[src/rtl/irq_pkg.sv]
package irq_pkg;
  localparam int BYTE_W = 8;
  typedef enum logic [1:0] {
    SEL_LAT_LO = 2'd0,
    SEL_LAT_HI = 2'd1,
    SEL_ENA_LO = 2'd2,
    SEL_ENA_HI = 2'd3
  } reg_sel_e;
endpackage

[src/rtl/irq_latch_bank.sv]
// Pending-request latch: requests set, writes of 0 and acknowledges clear,
// a request always wins over a clear in the same cycle.
module irq_latch_bank #(
  parameter int NSRC  = 16,
  parameter int DW    = 8,
  localparam int IDX_W = $clog2(NSRC)
) (
  input  logic             clk,
  input  logic             rst,
  input  logic [NSRC-1:0]  req,
  input  logic             wr_lo,
  input  logic             wr_hi,
  input  logic [DW-1:0]    wdata,
  input  logic             ack_stb,
  input  logic [IDX_W-1:0] ack_idx,
  output logic [NSRC-1:0]  latch_q
);
  logic [NSRC-1:0] keep;

  always_comb begin
    keep = '1;
    if (wr_lo) keep[DW-1:0] = wdata;
    if (wr_hi) keep[NSRC-1:DW] = wdata;
    if (ack_stb) keep[ack_idx] = 1'b0;
  end

  always_ff @(posedge clk) begin
    if (rst) latch_q <= '0;
    else     latch_q <= req | (latch_q & keep);
  end
endmodule

[src/rtl/irq_enable_reg.sv]
// Per-source enable bits (only for sources FIRST_EN and up) plus master enable.
module irq_enable_reg #(
  parameter int NSRC     = 16,
  parameter int DW       = 8,
  parameter int FIRST_EN = 4
) (
  input  logic            clk,
  input  logic            rst,
  input  logic            wr_lo,
  input  logic            wr_hi,
  input  logic [DW-1:0]   wdata,
  input  logic            clr_imf,
  output logic [NSRC-1:0] en_q,
  output logic            imf_q
);
  for (genvar gi = 0; gi < NSRC; gi++) begin : g_bit
    if (gi < FIRST_EN) begin : g_none
      assign en_q[gi] = 1'b0;
    end else if (gi < DW) begin : g_lo
      always_ff @(posedge clk) begin
        if (rst)        en_q[gi] <= 1'b0;
        else if (wr_lo) en_q[gi] <= wdata[gi];
      end
    end else begin : g_hi
      always_ff @(posedge clk) begin
        if (rst)        en_q[gi] <= 1'b0;
        else if (wr_hi) en_q[gi] <= wdata[gi-DW];
      end
    end
  end

  always_ff @(posedge clk) begin
    if (rst)          imf_q <= 1'b0;
    else if (clr_imf) imf_q <= 1'b0;
    else if (wr_lo)   imf_q <= wdata[0];
  end
endmodule

[src/rtl/irq_prio_pick.sv]
// Lowest-index-first priority encoder.
module irq_prio_pick #(
  parameter int NSRC  = 16,
  localparam int IDX_W = $clog2(NSRC)
) (
  input  logic [NSRC-1:0]  elig,
  output logic             any,
  output logic [IDX_W-1:0] idx
);
  always_comb begin
    idx = '0;
    for (int i = NSRC - 1; i >= 0; i--) begin
      if (elig[i]) idx = IDX_W'(i);
    end
    any = |elig;
  end
endmodule

[src/rtl/irq_latch_ctrl.sv]
module irq_latch_ctrl #(
  parameter int NSRC     = 16,
  parameter int FIRST_EN = 4,
  localparam int DW      = irq_pkg::BYTE_W,
  localparam int IDX_W   = $clog2(NSRC)
) (
  input  logic             clk,
  input  logic             rst,
  input  logic [NSRC-1:0]  irq_pulse,
  input  logic [1:0]       bus_addr,
  input  logic             bus_wr,
  input  logic             bus_rd,
  input  logic [DW-1:0]    bus_wdata,
  output logic [DW-1:0]    bus_rdata,
  input  logic             ack_stb,
  input  logic [IDX_W-1:0] ack_idx,
  input  logic             nmi_ret,
  output logic             acc_req,
  output logic [IDX_W-1:0] acc_idx
);
  import irq_pkg::*;

  logic [NSRC-1:0]  latch_q, en_q, elig;
  logic             imf_q, nmi_busy_q, pick_any;
  logic [IDX_W-1:0] pick_idx;
  logic             wr_lat_lo, wr_lat_hi, wr_ena_lo, wr_ena_hi;

  assign wr_lat_lo = bus_wr && (reg_sel_e'(bus_addr) == SEL_LAT_LO);
  assign wr_lat_hi = bus_wr && (reg_sel_e'(bus_addr) == SEL_LAT_HI);
  assign wr_ena_lo = bus_wr && (reg_sel_e'(bus_addr) == SEL_ENA_LO);
  assign wr_ena_hi = bus_wr && (reg_sel_e'(bus_addr) == SEL_ENA_HI);

  irq_latch_bank #(.NSRC(NSRC), .DW(DW)) u_latch (
    .clk(clk), .rst(rst), .req(irq_pulse),
    .wr_lo(wr_lat_lo), .wr_hi(wr_lat_hi), .wdata(bus_wdata),
    .ack_stb(ack_stb), .ack_idx(ack_idx), .latch_q(latch_q)
  );

  irq_enable_reg #(.NSRC(NSRC), .DW(DW), .FIRST_EN(FIRST_EN)) u_enable (
    .clk(clk), .rst(rst), .wr_lo(wr_ena_lo), .wr_hi(wr_ena_hi),
    .wdata(bus_wdata), .clr_imf(ack_stb && (ack_idx != '0)),
    .en_q(en_q), .imf_q(imf_q)
  );

  // Eligibility: source 0 is non-maskable, the rest need the master enable.
  for (genvar gs = 0; gs < NSRC; gs++) begin : g_elig
    if (gs == 0) begin : g_nmi
      assign elig[gs] = latch_q[gs] && !nmi_busy_q;
    end else if (gs < FIRST_EN) begin : g_noen
      assign elig[gs] = latch_q[gs] && imf_q && !nmi_busy_q;
    end else begin : g_en
      assign elig[gs] = latch_q[gs] && imf_q && en_q[gs] && !nmi_busy_q;
    end
  end

  irq_prio_pick #(.NSRC(NSRC)) u_pick (
    .elig(elig), .any(pick_any), .idx(pick_idx)
  );

  always_ff @(posedge clk) begin
    if (rst) begin
      acc_req <= 1'b0;
      acc_idx <= '0;
    end else if (acc_req) begin
      if (ack_stb) acc_req <= 1'b0;
    end else if (pick_any) begin
      acc_req <= 1'b1;
      acc_idx <= pick_idx;
    end
  end

  always_ff @(posedge clk) begin
    if (rst)                               nmi_busy_q <= 1'b0;
    else if (ack_stb && ack_idx == '0)     nmi_busy_q <= 1'b1;
    else if (nmi_ret)                      nmi_busy_q <= 1'b0;
  end

  always_ff @(posedge clk) begin
    if (rst) bus_rdata <= '0;
    else if (bus_rd) begin
      unique case (reg_sel_e'(bus_addr))
        SEL_LAT_LO: bus_rdata <= {latch_q[DW-1:2], 2'b00};
        SEL_LAT_HI: bus_rdata <= latch_q[NSRC-1:DW];
        SEL_ENA_LO: bus_rdata <= {en_q[DW-1:1], imf_q};
        SEL_ENA_HI: bus_rdata <= en_q[NSRC-1:DW];
      endcase
    end
  end
endmodule

[config.mk]
export PLATFORM = sky130hd
export DESIGN_NAME = irq_latch_ctrl
export DESIGN_NICKNAME = d
export VERILOG_FILES = /design/src/rtl/irq_pkg.sv /design/src/rtl/irq_latch_bank.sv /design/src/rtl/irq_enable_reg.sv /design/src/rtl/irq_prio_pick.sv /design/src/rtl/irq_latch_ctrl.sv
export SDC_FILE = /design/constraint.sdc
export NUM_CORES = 1
export LEC_CHECK = 0
export BUFFER_PORTS_ARGS = -buffer_cell sky130_fd_sc_hd__buf_2
export CORE_ASPECT_RATIO = 1.2
export CORE_UTILIZATION = 44
export CTS_CLUSTER_SIZE = 8
export DETAILED_ROUTE_END_ITERATION = 12
export GPL_TIMING_DRIVEN = 0
export PLACE_DENSITY = 0.67
export SLEW_MARGIN = 0
export SYNTH_ARGS = -nofsm -noshare
export SYNTH_HDL_FRONTEND = slang
export SYNTH_HIERARCHICAL = 1
export SYNTH_SLANG_ARGS = --single-unit
[constraint.sdc]
create_clock -name clk -period 5.7 [get_ports clk]
set_clock_uncertainty 0.1 [all_clocks]
set_input_delay 1.14 -clock clk [delete_from_list [all_inputs] [get_ports clk]]
set_output_delay 1.14 -clock clk [all_outputs]
set_load 0.01 [all_outputs]
==> flow_summary.json <==
{
  "crit_arrival_ps": 2720,
  "grt_pass1_vias": 1922,
  "fin_nets": 338,
  "grt_pass1_wl_um": 9000,
  "drt-wirelength-per-cell_um": 15.1,
  "post_cts_buffers": 0,
  "cp_max_fo": 10,
  "layout_min_cycle_time_ps": 2650,
  "drv_slew": 0,
  "cts_buffers": 5,
  "hold_path_class": "reg2reg",
  "cp.required_ps": 5770,
  "violations": "DRC",
  "fin_total_pwr_uw": 603,
  "core_area_um2": 4900,
  "setup_tns_ps": 0,
  "globalRouteTotalUtil": 0.227,
  "power.net_switching_uw": 159,
  "grt_max_degree": 14,
  "portBuffers": 46,
  "cts_tree": "done",
  "fmax_ghz": 0.378,
  "die_y_um": 79.9,
  "wirelength_um": 5500,
  "cpMaxStageDelayCell": "nor3b_1",
  "num_rows": 28,
  "status": "finished with violations",
  "p_int_uw": 444,
  "p_leak_nw": 1.20,
  "io_pins": 49,
  "design_area_um2": 2620,
  "cts_root_buffer": "clkbuf_8",
  "cp_cell_sequence": "buf_2 > buf_2 > nor3b_1 > inv_1 > o221ai_1 > a21oi_1",
  "clock_latency_ps": 290,
  "post_cts_resized": 0,
  "grt.overflow.total": 0,
  "ys_warn_count": 6,
  "clk_pin_slew_ps": 80,
  "power.share.combinational": 0.145,
  "rsz0062_at_grt": "false",
  "timing.final.crit_share": 0.464,
  "clk_path_buf_depth": 2,
  "die_x_um": 66.9,
  "peakVddDrop_v": 0.000160,
  "clkPwrFrac": 0.314,
  "drt-initial-drc-count": 114,
  "path_delay_family": "simple AND/OR/NAND/NOR gates",
  "slew_headroom": 0.497,
  "path_common_cell": "buf_2",
  "netlist_instances": 247,
  "slowest_delay_ps": 650,
  "hold_viol": 0,
  "holdWs_ps": 387,
  "worstMarginPinSlew_ps": 753,
  "end_kind": "flop",
  "power.density_nw_per_um2": 230,
  "syn_avg_cell_area_um2": 9.01,
  "layout-drive-gt1-share": 0.234,
  "ant_nets": 0,
  "clock-sinks": 43,
  "cts-htree-levels": 2,
  "routabilityCongestion": 0.908,
  "postCtsHoldBufs": 0,
  "utilization": 0.535,
  "place_hpwl_um": 4390,
  "dieArea_um2": 5350,
  "path_buf_inv": 3,
  "startpoint_type": "input port",
  "finalSetupViolations": 0,
  "pwr-share-seq": 0.541,
  "via_count": 1976,
  "n_antenna_cell": 0,
  "start_util": 0.454,
  "area_growth_pct": 17.9,
  "p_sw_frac": 0.264,
  "synthesis.area_um2": 2220,
  "viasPerCell": 5.44,
  "antenna_found_initial": 0,
  "post_dp_cell_area_um2": 2540,
  "path_class": "in2reg",
  "first_pass_iters": 9,
  "route.detailed.drc": 1,
  "cap_viol_max_count": 0
}
==> metrics by stage <==
stage	instances	setup WS, ps
finish	363	3050
global route	363	2870
CTS	363	3080
detailed placement	355	2770
global placement	355	2790
floorplan	249	3300
==> routing by layer <==
layer	track usage	vias up	routed length (um)
met3	0.0314	12	201
li1	-	991	-
met5	0	-	0
met2	0.397	62	2740
met4	0.0915	0	141
met1	0.274	911	2410
==> cells in the final DEF, fill, tap and decap left out, drive strengths merged, types with 6 or more instances in the layout <==
master / n
nor3: 6
nor4: 7
a21oi: 21
dfxtp: 43
inv: 18
mux4: 6
nor2: 36
and3: 14
o221ai: 12
mux2i: 23
nand2: 9
buf: 57
clkbuf: 10
nand2b: 7
==> tightest hold or removal path, delay by kind of cell, from the launching register on <==
family	cells	cell delay, ps
AO/OA/AOI/OAI	1	50
AND/OR/NAND/NOR	1	80
flip-flops	1	310
==> final cells by class <==
type	instances	area, um2
Buffer	15	105
Clock buffer	6	72.6
Clock inverter	2	12.5
Fill cell	489	2280
Inverter	18	67.6
Multi-Input combinational cell	173	1200
Sequential cell	43	861
Tap cell	60	75.1
Timing Repair Buffer	46	230
==> power groups by stage <==
stage	Sequential, mW	Combinational (mW)	Clock (mW)
after global routing	0.329	0.0979	0.207
after global placement	0.332	0.0862	0
after floorplan	0.331	0.0541	0
after CTS	0.326	0.0874	0.195
final	0.326	0.0872	0.190
after detailed placement	0.333	0.0872	0
==> worst paths after layout <==
| path | endpoint | cells past startpoint | slack, ps | start |
|---|---|---|---|---|
| setup reg to reg | acc_idx[1] | 10 | 3190 | u_enable/imf_q |
| hold / removal | bus_rdata[1] | 2 | 390 | bus_rdata[1] |
| setup / recovery | u_latch/latch_q[7] | 6 | 3050 | bus_addr[1] |
| hold reg to reg | bus_rdata[1] | 2 | 390 | bus_rdata[1] |
==> flip-flops by register name (all words and copies together) (netlist names) <==
register and cells:
acc_idx 4, acc_req 1, u_enable/imf_q 1, bus_rdata 8, u_enable/en_q 12, u_latch/latch_q 16, nmi_busy_q 1
No activity file was read; power rests on OpenSTA's default activity.
